$ cat src/rtl/flashcmd_pkg.sv
package flashcmd_pkg;

   typedef enum logic [2:0] {
      ST_IDLE,
      ST_LEAD,
      ST_LOW,
      ST_HIGH,
      ST_LOAD
   } eng_state_t;

   localparam logic [3:0] OFS_OPCODE = 4'h0;
   localparam logic [3:0] OFS_LENGTH = 4'h1;
   localparam logic [3:0] OFS_CTRL   = 4'h2;
   localparam logic [3:0] OFS_DATA   = 4'hC;
   localparam logic [3:0] OFS_PTR    = 4'hD;

   localparam int CTRL_GO_BIT  = 0;
   localparam int CTRL_CLR_BIT = 4;

endpackage

$ cat src/rtl/flashcmd_ring.sv
module flashcmd_ring #(
   parameter  int DEPTH = 8,
   localparam int PTR_W = $clog2(DEPTH)
) (
   input  logic             clk,
   input  logic             rst_n,
   input  logic             clr,
   input  logic             wr_en,
   input  logic [7:0]       wr_data,
   input  logic             adv,
   output logic [7:0]       slot,
   output logic [PTR_W-1:0] ptr
);

   logic [7:0] mem [DEPTH];

   generate
      for (genvar g = 0; g < DEPTH; g++) begin : g_slot
         always_ff @(posedge clk or negedge rst_n) begin
            if (!rst_n)
               mem[g] <= 8'h00;
            else if (wr_en && (ptr == PTR_W'(g)))
               mem[g] <= wr_data;
         end
      end
   endgenerate

   always_ff @(posedge clk or negedge rst_n) begin
      if (!rst_n)
         ptr <= '0;
      else if (clr)
         ptr <= '0;
      else if (adv)
         ptr <= ptr + 1'b1;
   end

   assign slot = mem[ptr];

endmodule

$ cat src/rtl/flashcmd_shifter.sv
module flashcmd_shifter
   import flashcmd_pkg::*;
#(
   parameter int DEPTH          = 8,
   parameter int HALF_DIV       = 2,
   parameter bit FIX_SHORT_READ = 1'b0
) (
   input  logic       clk,
   input  logic       rst_n,
   input  logic       start,
   input  logic [7:0] opcode,
   input  logic [3:0] tx_raw,
   input  logic [3:0] rx_raw,
   input  logic [7:0] slot,
   output logic       store,
   output logic [7:0] store_data,
   output logic       busy,
   output logic       sclk,
   output logic       cs_n,
   output logic       mosi,
   input  logic       miso
);

   localparam int CW = $clog2(2 * HALF_DIV + 1);
   localparam int LW = $clog2(2 * DEPTH + 1);

   function automatic logic [LW-1:0] sat(input logic [3:0] v);
      return (v > 4'(DEPTH)) ? LW'(DEPTH) : LW'(v);
   endfunction

   eng_state_t    state;
   logic [CW-1:0] cnt;
   logic [2:0]    bitn;
   logic [7:0]    sr;
   logic [7:0]    rsr;
   logic [LW-1:0] left;
   logic          is_op;
   logic          tx_zero;
   logic          drop_last;

   generate
      if (FIX_SHORT_READ) begin : g_fixed
         assign drop_last = 1'b0;
      end else begin : g_quirk
         assign drop_last = tx_zero;
      end
   endgenerate

   logic end_phase, end_lead, byte_end;
   assign end_phase = (cnt == CW'(HALF_DIV - 1));
   assign end_lead  = (cnt == CW'(2 * HALF_DIV - 1));
   assign byte_end  = (state == ST_HIGH) && end_phase && (bitn == 3'd7);

   assign store      = byte_end && !is_op && !(drop_last && (left == '0));
   assign store_data = rsr;
   assign sclk       = (state == ST_HIGH);
   assign cs_n       = (state == ST_IDLE);
   assign busy       = (state != ST_IDLE);
   assign mosi       = (state == ST_IDLE) ? 1'b0 : sr[7];

   always_ff @(posedge clk or negedge rst_n) begin
      if (!rst_n) begin
         state   <= ST_IDLE;
         cnt     <= '0;
         bitn    <= 3'd0;
         sr      <= 8'h00;
         rsr     <= 8'h00;
         left    <= '0;
         is_op   <= 1'b0;
         tx_zero <= 1'b0;
      end else begin
         case (state)
            ST_IDLE: begin
               if (start) begin
                  sr      <= opcode;
                  is_op   <= 1'b1;
                  left    <= sat(tx_raw) + sat(rx_raw);
                  tx_zero <= (tx_raw == 4'd0);
                  cnt     <= '0;
                  state   <= ST_LEAD;
               end
            end
            ST_LEAD: begin
               if (end_lead) begin
                  cnt   <= '0;
                  bitn  <= 3'd0;
                  state <= ST_LOW;
               end else begin
                  cnt <= cnt + 1'b1;
               end
            end
            ST_LOW: begin
               if (end_phase) begin
                  rsr   <= {rsr[6:0], miso};
                  cnt   <= '0;
                  state <= ST_HIGH;
               end else begin
                  cnt <= cnt + 1'b1;
               end
            end
            ST_HIGH: begin
               if (end_phase) begin
                  cnt <= '0;
                  if (bitn == 3'd7) begin
                     if (left == '0) begin
                        state <= ST_IDLE;
                     end else begin
                        left  <= left - 1'b1;
                        is_op <= 1'b0;
                        state <= ST_LOAD;
                     end
                  end else begin
                     sr    <= {sr[6:0], 1'b0};
                     bitn  <= bitn + 1'b1;
                     state <= ST_LOW;
                  end
               end else begin
                  cnt <= cnt + 1'b1;
               end
            end
            ST_LOAD: begin
               sr    <= slot;
               bitn  <= 3'd0;
               cnt   <= '0;
               state <= ST_LOW;
            end
            default: state <= ST_IDLE;
         endcase
      end
   end

endmodule

$ cat src/rtl/flashcmd_engine.sv
module flashcmd_engine
   import flashcmd_pkg::*;
#(
   parameter int DEPTH          = 8,
   parameter int HALF_DIV       = 2,
   parameter bit FIX_SHORT_READ = 1'b0
) (
   input  logic       clk,
   input  logic       rst_n,
   input  logic       reg_wr,
   input  logic       reg_rd,
   input  logic [3:0] reg_addr,
   input  logic [7:0] reg_wdata,
   output logic [7:0] reg_rdata,
   output logic       spi_sclk,
   output logic       spi_cs_n,
   output logic       spi_mosi,
   input  logic       spi_miso
);

   localparam int PTR_W = $clog2(DEPTH);

   initial begin
      if (DEPTH < 2 || DEPTH > 8 || (DEPTH & (DEPTH - 1)) != 0)
         $fatal(1, "flashcmd_engine: DEPTH must be 2, 4 or 8");
      if (HALF_DIV < 1)
         $fatal(1, "flashcmd_engine: HALF_DIV must be at least 1");
   end

   logic [7:0]       opc_q;
   logic [7:0]       cnt_q;
   logic             busy;
   logic             eng_store;
   logic [7:0]       eng_data;
   logic [7:0]       slot;
   logic [PTR_W-1:0] ptr;

   logic host_ok, wr_opc, wr_len, go, clr, data_wr, data_rd;
   assign host_ok = !busy;
   assign wr_opc  = reg_wr && host_ok && (reg_addr == OFS_OPCODE);
   assign wr_len  = reg_wr && host_ok && (reg_addr == OFS_LENGTH);
   assign go      = reg_wr && host_ok && (reg_addr == OFS_CTRL) && reg_wdata[CTRL_GO_BIT];
   assign clr     = reg_wr && host_ok && (reg_addr == OFS_CTRL) && reg_wdata[CTRL_CLR_BIT];
   assign data_wr = reg_wr && host_ok && (reg_addr == OFS_DATA);
   assign data_rd = reg_rd && host_ok && (reg_addr == OFS_DATA);

   always_ff @(posedge clk or negedge rst_n) begin
      if (!rst_n) begin
         opc_q <= 8'h00;
         cnt_q <= 8'h00;
      end else begin
         if (wr_opc) opc_q <= reg_wdata;
         if (wr_len) cnt_q <= reg_wdata;
      end
   end

   flashcmd_ring #(.DEPTH(DEPTH)) u_ring (
      .clk     (clk),
      .rst_n   (rst_n),
      .clr     (clr),
      .wr_en   (busy ? eng_store : data_wr),
      .wr_data (busy ? eng_data : reg_wdata),
      .adv     (busy ? eng_store : (data_wr || data_rd)),
      .slot    (slot),
      .ptr     (ptr)
   );

   flashcmd_shifter #(
      .DEPTH          (DEPTH),
      .HALF_DIV       (HALF_DIV),
      .FIX_SHORT_READ (FIX_SHORT_READ)
   ) u_shift (
      .clk        (clk),
      .rst_n      (rst_n),
      .start      (go),
      .opcode     (opc_q),
      .tx_raw     (cnt_q[3:0]),
      .rx_raw     (cnt_q[7:4]),
      .slot       (slot),
      .store      (eng_store),
      .store_data (eng_data),
      .busy       (busy),
      .sclk       (spi_sclk),
      .cs_n       (spi_cs_n),
      .mosi       (spi_mosi),
      .miso       (spi_miso)
   );

   always_comb begin
      case (reg_addr)
         OFS_OPCODE: reg_rdata = opc_q;
         OFS_LENGTH: reg_rdata = cnt_q;
         OFS_CTRL:   reg_rdata = {7'b0, busy};
         OFS_DATA:   reg_rdata = slot;
         OFS_PTR:    reg_rdata = 8'(ptr);
         default:    reg_rdata = 8'h00;
      endcase
   end

endmodule

$ cat config.mk
export PLATFORM = sky130hd
export DESIGN_NAME = flashcmd_engine
export DESIGN_NICKNAME = d
export VERILOG_FILES = /design/src/rtl/flashcmd_pkg.sv /design/src/rtl/flashcmd_ring.sv /design/src/rtl/flashcmd_shifter.sv /design/src/rtl/flashcmd_engine.sv
export SDC_FILE = /design/constraint.sdc
export NUM_CORES = 1
export LEC_CHECK = 0
export ABC_CLOCK_PERIOD_IN_PS = 2500
export BUFFER_PORTS_ARGS = -buffer_cell sky130_fd_sc_hd__buf_4
export CORE_UTILIZATION = 35
export DETAILED_ROUTE_END_ITERATION = 10
export PLACE_DENSITY_LB_ADDON = 0.25
export SYNTH_ARGS = -nofsm -noshare
export SYNTH_HDL_FRONTEND = slang
export SYNTH_HIERARCHICAL = 1
export SYNTH_SLANG_ARGS = --single-unit
$ cat constraint.sdc
create_clock -name clk -period 2.5 [get_ports clk]
set_input_delay 0.5 -clock clk [delete_from_list [all_inputs] [get_ports clk]]
set_output_delay 0.5 -clock clk [all_outputs]
set_load 0.01 [all_outputs]
-- After elaboration in Yosys (flattened, before gate mapping)
Cells that the tools add are included.
- output and inout bits: 11
- input port bits: 17
- word-level logic and storage cells: 139
- flip-flop bits (word level): 115
- bitwise operators: 1
- add/subtract/negate cells: 5
- equal/unequal tests: 25
- multiplexer cells: 41
- order comparisons: 3
- reduce and logical (&&, ||, !) cells: 45
- operator list (kind ; number):
    $mux W8 ; 6
    $mux W3 ; 14
    $pmux W8 S5 ; 1
    $bmux W8 S3 ; 1
    $pmux W8 S3 ; 1
    $logic_and A1 B1 Y1 ; 22
    $mux W5 ; 4
    $eq A3 B3 Y1 const B ; 6
    $eq A3 B2 Y1 const B ; 5
    $pmux W3 S5 ; 1
    $pmux W3 S4 ; 1
    $reduce_and A4 Y1 ; 3
    $ne A2 B1 Y1 const B ; 5
    $pmux W5 S2 ; 1
    $add A3 B1 Y3 const B ; 3
    $eq A3 B1 Y1 const B ; 3
    $pmux W3 S3 ; 1
    $reduce_bool A3 Y1 ; 3
    $eq A4 B4 Y1 const B ; 2
    $gt A4 B4 Y1 const B ; 2
    $logic_not A4 Y1 ; 2
    $mux W4 ; 2
    $mux W1 ; 7
    $logic_not A3 Y1 ; 2
    16 further kinds ; 22

-- Longest topological paths before layout
- depth in word-level cells: 8
- mapped depth: 10
- mapped depth without buffers: 9

-- By module
The synthesis kept the hierarchy.
- by module, submodules not included (module ; area each (um^2) ; times used ; cells an instance ; seq. area each (um^2)):
    flashcmd_ring ; 3095.5 ; 1 ; 184 ; 1676.6
    flashcmd_shifter ; 2174.6 ; 1 ; 220 ; 800.8
    flashcmd_engine ; 977.2 ; 1 ; 81 ; 400.4

-- Worst setup path after synthesis
No wires, ideal clock.
- path kind: reg-to-reg
- start point: register u_shift.state[1]
- end point: register u_shift.left[3]
- clock period less this slack: 2805 ps
- cell stages (with the launch flop): 10
- setup time: 104 ps
- required time: 2396 ps
- setup slack: -305 ps
- arrival time: 2701 ps
- buffers on the path: 0
- cell sequence: dfrtp_1 or2_2 nor2_1 inv_1 nor4b_4 and4b_1 nor4b_4 a31oi_4 or4_1 o311ai_1
- elaborated cells between the ends (all ways): 14
- those cells by class: eq/ne (5); mux (1); reduce/logical (8)
- RTL lines (item ; RTL line ; text):
    start: declaration ; flashcmd_shifter.sv:31 ; eng_state_t state;
    start signal: assignment ; flashcmd_shifter.sv:63 ; state <= ST_IDLE;
    start signal: assignment ; flashcmd_shifter.sv:80 ; state <= ST_LEAD;
    start signal: assignment ; flashcmd_shifter.sv:87 ; state <= ST_LOW;
    $logic_not A3 Y1 * ; n/a ;
    via spi_cs_n ; flashcmd_engine.sv:16 ; output logic spi_cs_n,
    $ne A2 B1 Y1 (no source line) / $reduce_bool A2 Y1 (equally long branches) ; n/a ;
    $reduce_and A5 Y1 (no source line) ; n/a ;
    end signal: assignment ; flashcmd_shifter.sv:77 ; left <= sat(tx_raw) + sat(rx_raw);
    end signal: assignment ; flashcmd_shifter.sv:108 ; left <= left - 1'b1;
    end: declaration ; flashcmd_shifter.sv:36 ; logic [LW-1:0] left;
Mark *: on every way through the listed nets, which the timed path passes. The rest lies on a longest branch.
A chain may end at the register's enable or synchronous reset.

-- Final worst setup path
- start point: register u_ring.ptr[0]
- end point: output reg_rdata[3]
- word-level cells in the longest chain between the ends: 5
- ends and longest elaborated chain (item ; RTL line ; text):
    start: declaration ; flashcmd_ring.sv:12 ; output logic [PTR_W-1:0] ptr
    start signal: assignment ; flashcmd_ring.sv:34 ; ptr <= ptr + 1'b1;
    $not A3 Y4 (implied by the code) ; flashcmd_ring.sv:37 ; assign slot = mem[ptr];
    $bmux W8 S3 ; flashcmd_ring.sv:37 ;
    $mux W8 (implied by the code) (2 in series) ; flashcmd_ring.sv:37 ;
    via slot[3] ; flashcmd_engine.sv:35 ; logic [7:0] slot;
    $pmux W8 S5 ; flashcmd_engine.sv:90 ; case (reg_addr)
    end: declaration ; flashcmd_engine.sv:14 ; output logic [7:0] reg_rdata,
The timed path passes the listed nets, and every way through them passes these cells. The select of a mux whose other input is x is not followed.

==> impl_metrics.yaml <==
setup_path:
  start_kind: "register"
  r2r-start: "u_shift/left[0]$_DFFE_PN0P_"
  path_class: "reg -> out"
  reg2reg_setup_slack_ps: 90
  reg2reg_depth: 11
  arrival_ps: 2490
  path_cells: "buf_6 > buf_6 > mux4_2 > mux2_4 > a222oi_1 > inv_1 > buf_6"
  timing.rr.end: "u_ring/mem[55]$_DFFE_PN0P_"
  cp_max_fo: 6
  critical-path-max-stage-delay_ps: 490
  critPathCaptureType: "output port"
  cpMostUsedCell: "buf_6"
  required_ps: 2000
  cp_slowest_cell: "mux4_2"
sta:
  slew_headroom: 0.6349
  rsz0062_at_grt: "yes"
  worst_hold_slack_ps: 54.52
  worst_slack_ps: -489.9
  fin_skew_ps: 10.81
  period_share: 1.196
  finalHoldViolCount: 0
  setup_viol: 8
  slew_violations: 0
  tightest_slew_ps: 542.0
  max_freq_mhz: 334.5
  period_minus_slack_ps: 2990
floorplanning:
  ioPinCount: 28
  start_util: 0.3599
  die_h_um: 135.6
  rows: 48
  die_x_um: 135.6
  dieArea_um2: 18390
  core_um2: 17360
clocking:
  clock_path_buffers: 2
  cts_sinks: 115
  cts_buffers: 17
  clk_latency_ps: 430
  cts-root-buf: "clkbuf_16"
  cts.htree.levels: 4
  cts_tree: "done"
  cts.clk_slew.worst_paths_ps: 60
synthesis:
  synth_seq_cells: 115
  yosysSeqAreaShare: 0.4606
  ys.flop_type: "dfrtp_1"
  avgSynthCellArea_um2: 12.88
  synthArstFlopShare: 1.000
  yosysUniqueCellTypes: 61
  yosys.area.top_type: "dfrtp_1"
  syn_nets: 522
  synth_edf_count: 0
  yosys_warnings: 6
  netlist_top_cells_area: "dfrtp_1 46%, mux2_2 21%, ha_1 3.8%"
  synth_area_um2: 6247
  synth_cells: 485
  synth_top_area_frac: 0.4606
power:
  vdd_drop_max_uv: 568.8
  power.density_nw_per_um2: 1027
  p_leak_uw: 0.003722
drt:
  viasPerCell: 5.432
  wirelength_mm: 15.99
  wl_per_cell_um: 20.01
  dr.pass1.iters: 5
  drc: 0
  dr.first_iter.drc_count: 336
  ant_nets: 0
  vias: 4340
finish:
  layout_commonest_cell: "dfrtp_1"
  area_delta_synth_final_pct: 25.54
  nets: 598
  fin_util: 0.4518
  diodes: 0
  final_layout_size_suffix_gt1_frac: 0.4704
  final_cell_mix: "112 x dfrtp_1, 106 x mux2_2, 63 x buf_4"
global_route:
  first_global_vias: 4618
  grt_max_degree: 45
  overflow: 0
  track_usage: 0.1887
  antenna_found_initial: 0
  grt_pass1_wl_mm: 25.68
place:
  place_congestion: 0.9054
  port_buffers: 27
  dp_hpwl_mm: 11.59
flow_run:
  cap_violations: 0
min_path:
  holdCritPathClass: "in -> async"
status:
  outcome: "finished, violations left"
  failed_checks: "negative setup slack"
==> layout make-up <==
class / count / area [µm²]
Tap cell: 225 / 281.5
Fill cell: 1574 / 9514
Clock buffer: 17 / 425.4
Inverter: 24 / 91.34
Clock inverter: 15 / 229.0
Timing Repair Buffer: 78 / 710.7
Multi-Input combinational cell: 325 / 3223
Sequential cell: 115 / 2882
==> synth_stat cells, types with 2 or more instances <==
cell type  count
buf_2         14
o2bb2ai_1      2
a222oi_1       5
a22o_1         3
or4_1          2
clkbuf_1       3
o31ai_1        8
ha_1          19
nand4_1        2
inv_1         22
a21oi_1        9
a22oi_1        5
nand2_1       13
dfrtp_1      115
xor2_1         2
o22a_1         2
buf_1          2
mux4_1         8
a221o_1        2
nand3b_1       3
nor3_1        12
nand2b_1      14
nand2_2        2
a21o_1         3
and4b_1        2
nor4b_4        2
nor2_1        19
nand3_1        6
mux2i_1        4
a221oi_1       7
o21ai_0        9
nor2b_1        8
mux2_2       114
mux4_2         8
o22ai_1        8
==> metrics by stage <==
| step | worst slack, ps | power, µW | instance area [µm²] | TNS (ps) | instances |
|---|---|---|---|---|---|
| after floorplan | -70.59 | 4279 | 6260 | -70.59 | 485 |
| after global placement | -66.14 | 5099 | 7044 | -396.6 | 762 |
| after detailed placement | -118.3 | 5188 | 7044 | -805.2 | 762 |
| after CTS | -520.2 | 8067 | 7790 | -3925 | 797 |
| after global routing | -565.0 | 8473 | 7843 | -4293 | 799 |
| final | -489.9 | 8055 | 7843 | -3583 | 799 |
==> flip-flops by register name (all words and copies together) (netlist names) <==
name / flops
opc_q: 8
u_shift/store_data: 8
u_shift/cnt: 3
u_shift/left: 5
u_ring/ptr: 3
u_shift/state: 3
u_shift/drop_last: 1
u_shift/is_op: 1
u_shift/bitn: 3
u_ring/mem: 64
cnt_q: 8
u_shift/sr: 8
==> power by group <==
part	internal (µW)	switching, µW	total, µW
Combinational	1360	1470	2830
Sequential	2210	292	2500
Clock	1780	945	2720
Total	5350	2700	8050
==> worst max-delay path by stage <==
stage	startpoint	end	slack, ps	cells past startpoint
floorplan	u_shift/state[0]$_DFFE_PN0P_	u_shift/left[3]$_DFFE_PN0P_	-70	9
global placement	u_ring/ptr[0]$_DFFE_PN0P_	reg_rdata[6]	-70	6
global route	u_ring/ptr[0]$_DFFE_PN0P_	reg_rdata[3]	-560	7
detailed placement	u_ring/ptr[0]$_DFFE_PN0P_	reg_rdata[5]	-120	6
CTS	u_ring/ptr[0]$_DFFE_PN0P_	reg_rdata[0]	-520	8
finish	u_ring/ptr[0]$_DFFE_PN0P_	reg_rdata[3]	-490	7
==> cells by family after synthesis <==
group / Yosys count / share of synthesized area
mux: 134 / 0.2744
fa+ha+maj: 20 / 0.04126
flops: 115 / 0.4606
xor+xnor: 3 / 0.004207
compound gates: 71 / 0.08733
simple gates: 97 / 0.09834
buf+inv: 45 / 0.03385
==> worst max-delay path: cells and delay by family (launching register included) <==
family	cells	cell delay [ps]
buf+inv	4	510
flops	1	400
compound gates	1	370
mux	2	780
==> repair_timing <==
action / 4_1_cts / 5_1_grt
gates cloned: 1 / 0
setup endpoints to repair: 24 / 73
pin swaps: 5 / 9
gates resized for setup: 24 / 13
hold buffers: 0 / 0
buffers inserted: 2 / 2
==> per-layer routing <==
layer	GRT usage	up-vias	wire [µm]
li1	-	1983	-
met1	0.2273	2238	7029
met2	0.3211	88	8072
met3	0.04078	31	445
met4	0.08552	0	439
met5	0	-	0
No activity file was read; power rests on OpenSTA's default activity.
